--- src/rtl/swfc_pkg.sv ---
package swfc_pkg;

    localparam int CHAR_W = 8;
    typedef logic [CHAR_W-1:0] char_t;

    // receive matcher progress
    typedef enum logic [1:0] {
        M_IDLE  = 2'd0,
        M_XON1  = 2'd1,
        M_XOFF1 = 2'd2
    } match_st_t;

    typedef struct packed {
        logic      xoff_hit;
        logic      xon_hit;
        match_st_t nxt;
    } match_res_t;

    // transmit insertion progress
    typedef enum logic [1:0] {
        S_IDLE   = 2'd0,
        S_FIRST  = 2'd1,
        S_SECOND = 2'd2
    } ins_st_t;

    // One matcher step for a received character (pause has priority)
    function automatic match_res_t match_step(
        input match_st_t st,
        input char_t     c,
        input logic      pair,
        input char_t     on1,
        input char_t     on2,
        input char_t     off1,
        input char_t     off2
    );
        match_res_t r;
        r.xoff_hit = 1'b0;
        r.xon_hit  = 1'b0;
        r.nxt      = M_IDLE;
        if (!pair) begin
            if (c == off1)     r.xoff_hit = 1'b1;
            else if (c == on1) r.xon_hit  = 1'b1;
        end else if (st == M_XOFF1 && c == off2) begin
            r.xoff_hit = 1'b1;
        end else if (st == M_XON1 && c == on2) begin
            r.xon_hit = 1'b1;
        end else if (c == off1) begin
            r.nxt = M_XOFF1;
        end else if (c == on1) begin
            r.nxt = M_XON1;
        end
        return r;
    endfunction

endpackage

--- src/rtl/swfc_rx_match.sv ---
module swfc_rx_match
    import swfc_pkg::*;
(
    input  logic  clk,
    input  logic  rst,
    input  logic  rx_valid,
    input  char_t rx_char,
    input  char_t on1,
    input  char_t on2,
    input  char_t off1,
    input  char_t off2,
    input  logic  pair,
    input  logic  any_en,
    input  logic  det_en,
    output logic  fifo_wr,
    output logic  suspend,
    output logic  irq
);

    match_st_t  st;
    match_res_t res;
    logic       take, hit_off, hit_on;

    always_comb begin
        res     = match_step(st, rx_char, pair, on1, on2, off1, off2);
        take    = rx_valid && det_en;
        hit_off = take && res.xoff_hit;
        hit_on  = take && res.xon_hit;
        fifo_wr = rx_valid && !(hit_off || hit_on);
    end

    always_ff @(posedge clk) begin
        if (rst) begin
            st      <= M_IDLE;
            suspend <= 1'b0;
            irq     <= 1'b0;
        end else begin
            irq <= hit_off;
            if (!det_en)       st <= M_IDLE;
            else if (rx_valid) st <= res.nxt;
            if (hit_off)                        suspend <= 1'b1;
            else if (hit_on || (take && any_en)) suspend <= 1'b0;
        end
    end

    // suspend only rises on an accepted character
    assert_suspend_rise_R2: assert property (@(posedge clk) disable iff (rst)
        $rose(suspend) |-> $past(rx_valid && det_en));
    // interrupt pulse implies suspended state
    assert_irq_suspend_R2: assert property (@(posedge clk) disable iff (rst)
        irq |-> suspend);
    // resume only follows an accepted character
    assert_resume_source_R5: assert property (@(posedge clk) disable iff (rst)
        $fell(suspend) |-> $past(rx_valid && det_en));
    // a dropped character needs detection enabled
    assert_drop_needs_det_R7: assert property (@(posedge clk) disable iff (rst)
        (rx_valid && !fifo_wr) |-> det_en);

endmodule

--- src/rtl/swfc_tx_insert.sv ---
module swfc_tx_insert
    import swfc_pkg::*;
#(
    parameter int LVL_W = 7
) (
    input  logic             clk,
    input  logic             rst,
    input  logic             ins_en,
    input  logic             pair,
    input  char_t            on1,
    input  char_t            on2,
    input  char_t            off1,
    input  char_t            off2,
    input  logic [LVL_W-1:0] level,
    input  logic [LVL_W-1:0] halt_lvl,
    input  logic [LVL_W-1:0] resume_lvl,
    input  logic             grant,
    output logic             req,
    output char_t            ch
);

    ins_st_t st;
    logic    send_off, two, remote_halted;
    logic    start_off, start_on;

    always_comb begin
        start_off = ins_en && !remote_halted && (level >= halt_lvl);
        start_on  = ins_en &&  remote_halted && (level <= resume_lvl);
        req       = (st != S_IDLE);
        if (send_off) ch = (st == S_SECOND) ? off2 : off1;
        else          ch = (st == S_SECOND) ? on2  : on1;
    end

    always_ff @(posedge clk) begin
        if (rst) begin
            st            <= S_IDLE;
            send_off      <= 1'b0;
            two           <= 1'b0;
            remote_halted <= 1'b0;
        end else begin
            case (st)
                S_IDLE: begin
                    if (start_off || start_on) begin
                        st       <= S_FIRST;
                        send_off <= start_off;
                        two      <= pair;
                    end
                end
                S_FIRST: begin
                    if (grant) begin
                        if (two) begin
                            st <= S_SECOND;
                        end else begin
                            st            <= S_IDLE;
                            remote_halted <= send_off;
                        end
                    end
                end
                S_SECOND: begin
                    if (grant) begin
                        st            <= S_IDLE;
                        remote_halted <= send_off;
                    end
                end
                default: st <= S_IDLE;
            endcase
        end
    end

    // request and character hold until granted
    assert_hold_until_grant_R10: assert property (@(posedge clk) disable iff (rst)
        (req && !grant) |=> (req && $stable(ch)));
    // request drops only after a grant
    assert_drop_after_grant_R10: assert property (@(posedge clk) disable iff (rst)
        $fell(req) |-> $past(grant));
    // no request starts while insertion is disabled
    assert_start_enabled_R11: assert property (@(posedge clk) disable iff (rst)
        $rose(req) |-> $past(ins_en));

endmodule

--- src/rtl/uart_swfc.sv ---
module uart_swfc
    import swfc_pkg::*;
#(
    parameter int LVL_W = 7
) (
    input  logic             clk,
    input  logic             rst,
    input  logic             rx_valid,
    input  logic [7:0]       rx_char,
    output logic             fifo_wr,
    input  logic [7:0]       ch_xon1,
    input  logic [7:0]       ch_xon2,
    input  logic [7:0]       ch_xoff1,
    input  logic [7:0]       ch_xoff2,
    input  logic             pair_mode,
    input  logic             any_resume,
    input  logic             rx_detect_en,
    input  logic             tx_insert_en,
    input  logic [LVL_W-1:0] rx_level,
    input  logic [LVL_W-1:0] halt_level,
    input  logic [LVL_W-1:0] resume_level,
    output logic             tx_req,
    output logic [7:0]       tx_char,
    input  logic             tx_grant,
    output logic             tx_suspend,
    output logic             xoff_irq
);

    swfc_rx_match u_rx (
        .clk     (clk),
        .rst     (rst),
        .rx_valid(rx_valid),
        .rx_char (rx_char),
        .on1     (ch_xon1),
        .on2     (ch_xon2),
        .off1    (ch_xoff1),
        .off2    (ch_xoff2),
        .pair    (pair_mode),
        .any_en  (any_resume),
        .det_en  (rx_detect_en),
        .fifo_wr (fifo_wr),
        .suspend (tx_suspend),
        .irq     (xoff_irq)
    );

    swfc_tx_insert #(.LVL_W(LVL_W)) u_tx (
        .clk       (clk),
        .rst       (rst),
        .ins_en    (tx_insert_en),
        .pair      (pair_mode),
        .on1       (ch_xon1),
        .on2       (ch_xon2),
        .off1      (ch_xoff1),
        .off2      (ch_xoff2),
        .level     (rx_level),
        .halt_lvl  (halt_level),
        .resume_lvl(resume_level),
        .grant     (tx_grant),
        .req       (tx_req),
        .ch        (tx_char)
    );

endmodule

--- config.mk ---
export PLATFORM = sky130hd
export DESIGN_NAME = uart_swfc
export DESIGN_NICKNAME = d
export VERILOG_FILES = /design/src/rtl/swfc_pkg.sv /design/src/rtl/swfc_rx_match.sv /design/src/rtl/swfc_tx_insert.sv /design/src/rtl/uart_swfc.sv
export SDC_FILE = /design/constraint.sdc
export NUM_CORES = 1
export LEC_CHECK = 0
export BUFFER_PORTS_ARGS = -buffer_cell sky130_fd_sc_hd__buf_2
export CELL_PAD_IN_SITES_DETAIL_PLACEMENT = 2
export CELL_PAD_IN_SITES_GLOBAL_PLACEMENT = 2
export CORE_UTILIZATION = 22
export CTS_CLUSTER_SIZE = 12
export DETAILED_ROUTE_END_ITERATION = 10
export GPL_TIMING_DRIVEN = 0
export HOLD_SLACK_MARGIN = 0.1
export PLACE_DENSITY = 0.74
export SYNTH_ARGS = -nofsm -noshare
export SYNTH_HDL_FRONTEND = slang
export SYNTH_HIERARCHICAL = 1
export SYNTH_SLANG_ARGS = --single-unit
--- constraint.sdc ---
create_clock -name clk -period 1.3 [get_ports clk]
set_input_delay 0.065 -clock clk [delete_from_list [all_inputs] [get_ports clk]]
set_output_delay 0.065 -clock clk [all_outputs]
set_load 0.005 [all_outputs]
==> impl_metrics.toml <==
[setup_path]
r2r_cells = 5
cp-startpoint = "u_tx/st[0]"
crit_type = "reg -> out"
cp-end-kind = "output pin"
crit_path_start_kind = "register"
worstPathMaxFanout = 5
regToRegSetupSlack_ps = 0
arrival_ps = 1530
required_ps = 1240
crit_path_end = "tx_char[7]"
timing.rr.start = "u_rx/st[0]"
r2r-end = "u_rx/suspend"

[timing]
worst_pin_slew_ps = 502.7
final.setup.worst_slack_ps = -294.6
hold_violations = 0
hold_ws_ps = 143.9
min_period_over_period = 1.227
period_minus_slack_ps = 1595
setup_viol = 10
relSlewSlack = 0.6644
rsz0062_at_grt = "yes"
max_freq_mhz = 627.1
fin_skew_ps = 0.7414
setup_tns_ps = -2367
maxSlewViolCount = 0

[min_path]
whs_path_depth = 2
hp-class = "in -> reg"

[cells_and_area]
nFillCells = 703
antenna_cells = 0
nNetsFinal = 327
post_route_cells_drive_above_1_share = 0.6214
syn2layout_area_growth_pct = 61.76
finalNonFillerCells = 318

[floorplan]
start_util = 0.2330
die_x_um = 81.88
dieHeight_um = 81.88
pin_count = 81
die_area_um2 = 6704
rows = 28
core_um2 = 6026

[place]
place_inst = 306
place_ws_ps = -319.1
io_buffers = 79
hpwl_um = 4228
gp_congestion = 0.7463

[clock_network]
clkLatencyLatePin_ps = 230
cts.root.buffer_cell = "clkbuf_8"
cts_max_level = 1
cts_buffers = 3
clock-sinks = 9
path_clk_slew_ps = 40
cts_tree = "built"
hold_buffers = 0
cts_buffer_depth = 2

[yosys]
synth_area_leaders = "dfxtp_1 (13%), mux4_2 (13%), ha_1 (12%), xnor2_1 (10%), xor2_1 (9.4%)"
async_flop_share = 0
yosys.area.top_type = "dfxtp_1"
synth.avg_cell_area_um2 = 9.236
synth-main-ff-cell = "dfxtp_1"
ys_seq_elements = 9
yosysWarnings = 6
synth_top_area_share = 0.1283
synth.cell_area_um2 = 1404
synth_cell_type_count = 45
syn_nets = 235
syn_inst = 152
synth-edff-count = 0
ys_seq_area_frac = 0.1283

[route]
firstDrtPassIters = 3
drtAntennaViolNets = 0
wire_per_inst_um = 16.57
drcViolationCount = 0
via_per_inst = 4.830
routed_wl_um = 5269
vias = 1536
drtIter0Drc = 10

[pwr]
leakage_nw = 0.9792
p_per_area_nw_per_um2 = 547.7
ir_drop_mv = 0.2006

[global_routing]
grt_pass1_wl_um = 7921
grt_pass1_vias = 1699
grt_max_degree = 11
gr-total-overflow = 0
grtUsageTotal = 0.1560
antenna_found_initial = 0

[outcome]
failed_checks = "setup timing"
outcome = "finished, violations left"

[run]
cap_violations = 0
[how the worst min path moves through the flow]
stage | startpoint | to
4_1_cts | rst | u_tx/send_off
6_report | rst | u_tx/st[0]
2_1_floorplan | rst | u_tx/send_off
5_1_grt | rst | u_rx/irq
3_5_place_dp | rst | u_tx/send_off
3_3_place_gp | rst | u_tx/send_off
[where the power goes]
| part | internal [mW] | switching (mW) |
|---|---|---|
| registers | 0.286 | 0.0173 |
| clock network | 0.213 | 0.106 |
| logic | 0.330 | 0.291 |
| total | 0.829 | 0.414 |
[cells by family after synthesis]
group | count (synthesis) | synth area share
XOR/XNOR | 31 | 0.1934
AO/OA/AOI/OAI | 27 | 0.1613
buffers and inverters | 21 | 0.05971
flip-flops | 9 | 0.1283
multiplexers | 9 | 0.1355
adder cells (fa/ha/maj) | 14 | 0.1248
AND/OR/NAND/NOR | 41 | 0.1970
[routing by layer]
layer  share of wire  track usage  up-vias
met5               0            0        -
met4           0.023      0.05789        0
met3           0.078      0.02444       10
met2            0.50       0.3008       70
met1            0.40       0.1678      723
li1                -            -      733
[repair_timing]
action | CTS | global route
cloned | 1 | 0
pin swaps | 16 | 8
setup buffers | 8 | 2
setup endpoints to repair | 14 | 16
gates resized for setup | 35 | 12
[layout by cell type, fill, tap and decap left out, types with 3 or more instances in the layout]
master / synthesis / layout
a21oi_1: 4 / 3
a21oi_2: 3 / 3
buf_2: 1 / 73
buf_4: 1 / 6
buf_6: 0 / 11
clkbuf_8: 0 / 3
dfxtp_1: 9 / 5
dfxtp_2: 0 / 3
ha_1: 14 / 6
ha_4: 0 / 7
inv_1: 18 / 12
inv_2: 0 / 5
mux4_2: 8 / 8
nand2_1: 4 / 3
nand3_1: 3 / 3
nand3b_1: 3 / 3
nand4_1: 5 / 5
nor2_1: 5 / 4
o21ai_1: 2 / 4
xnor2_1: 16 / 15
xor2_1: 15 / 15
[state kept, by name (all words and copies together), names as in the netlist]
register,count
u_tx/st,2
u_tx/two,1
u_rx/irq,1
u_tx/remote_halted,1
u_rx/st,2
u_rx/suspend,1
u_tx/send_off,1
[worst max-delay path, cell delays in order, from the launching register on]
cell and delay [ps]:
dfxtp_4 350, nor2b_4 130, buf_6 150, mux4_2 520
buf_2 150
[final cells by class]
| class | count | area [µm²] | area share |
|---|---|---|---|
| flip-flops and latches | 9 | 187.7 | 0.08264 |
| inverters | 18 | 70.07 | 0.03085 |
| multi-input cells | 122 | 1340 | 0.5901 |
| plain buffers | 2 | 16.27 | 0.007163 |
| clock buffers | 4 | 45.04 | 0.01983 |
| repair buffers | 88 | 518.0 | 0.2281 |
| well taps | 75 | 93.84 | 0.04132 |
[cells in the mapped netlist, types with 3 or more instances]
cell / n
nand2_1: 4
inv_1: 18
mux4_2: 8
nand3_1: 3
nand3b_1: 3
nand2b_1: 3
xnor2_1: 16
dfxtp_1: 9
nor4_1: 3
nor3b_1: 3
a21oi_1: 4
a21oi_2: 3
ha_1: 14
nand4_1: 5
xor2_1: 15
nor2_1: 5
[per-stage QoR]
step | cell area (µm²) | power, mW | utilization
floorplan | 1461 | 0.5841 | -
global placement | 1951 | 0.8226 | 0.3237
detailed placement | 1951 | 0.8396 | 0.3237
CTS | 2212 | 1.230 | 0.3671
global route | 2271 | 1.339 | 0.3769
finish | 2271 | 1.244 | 0.3769
No activity file was read; power rests on OpenSTA's default activity.
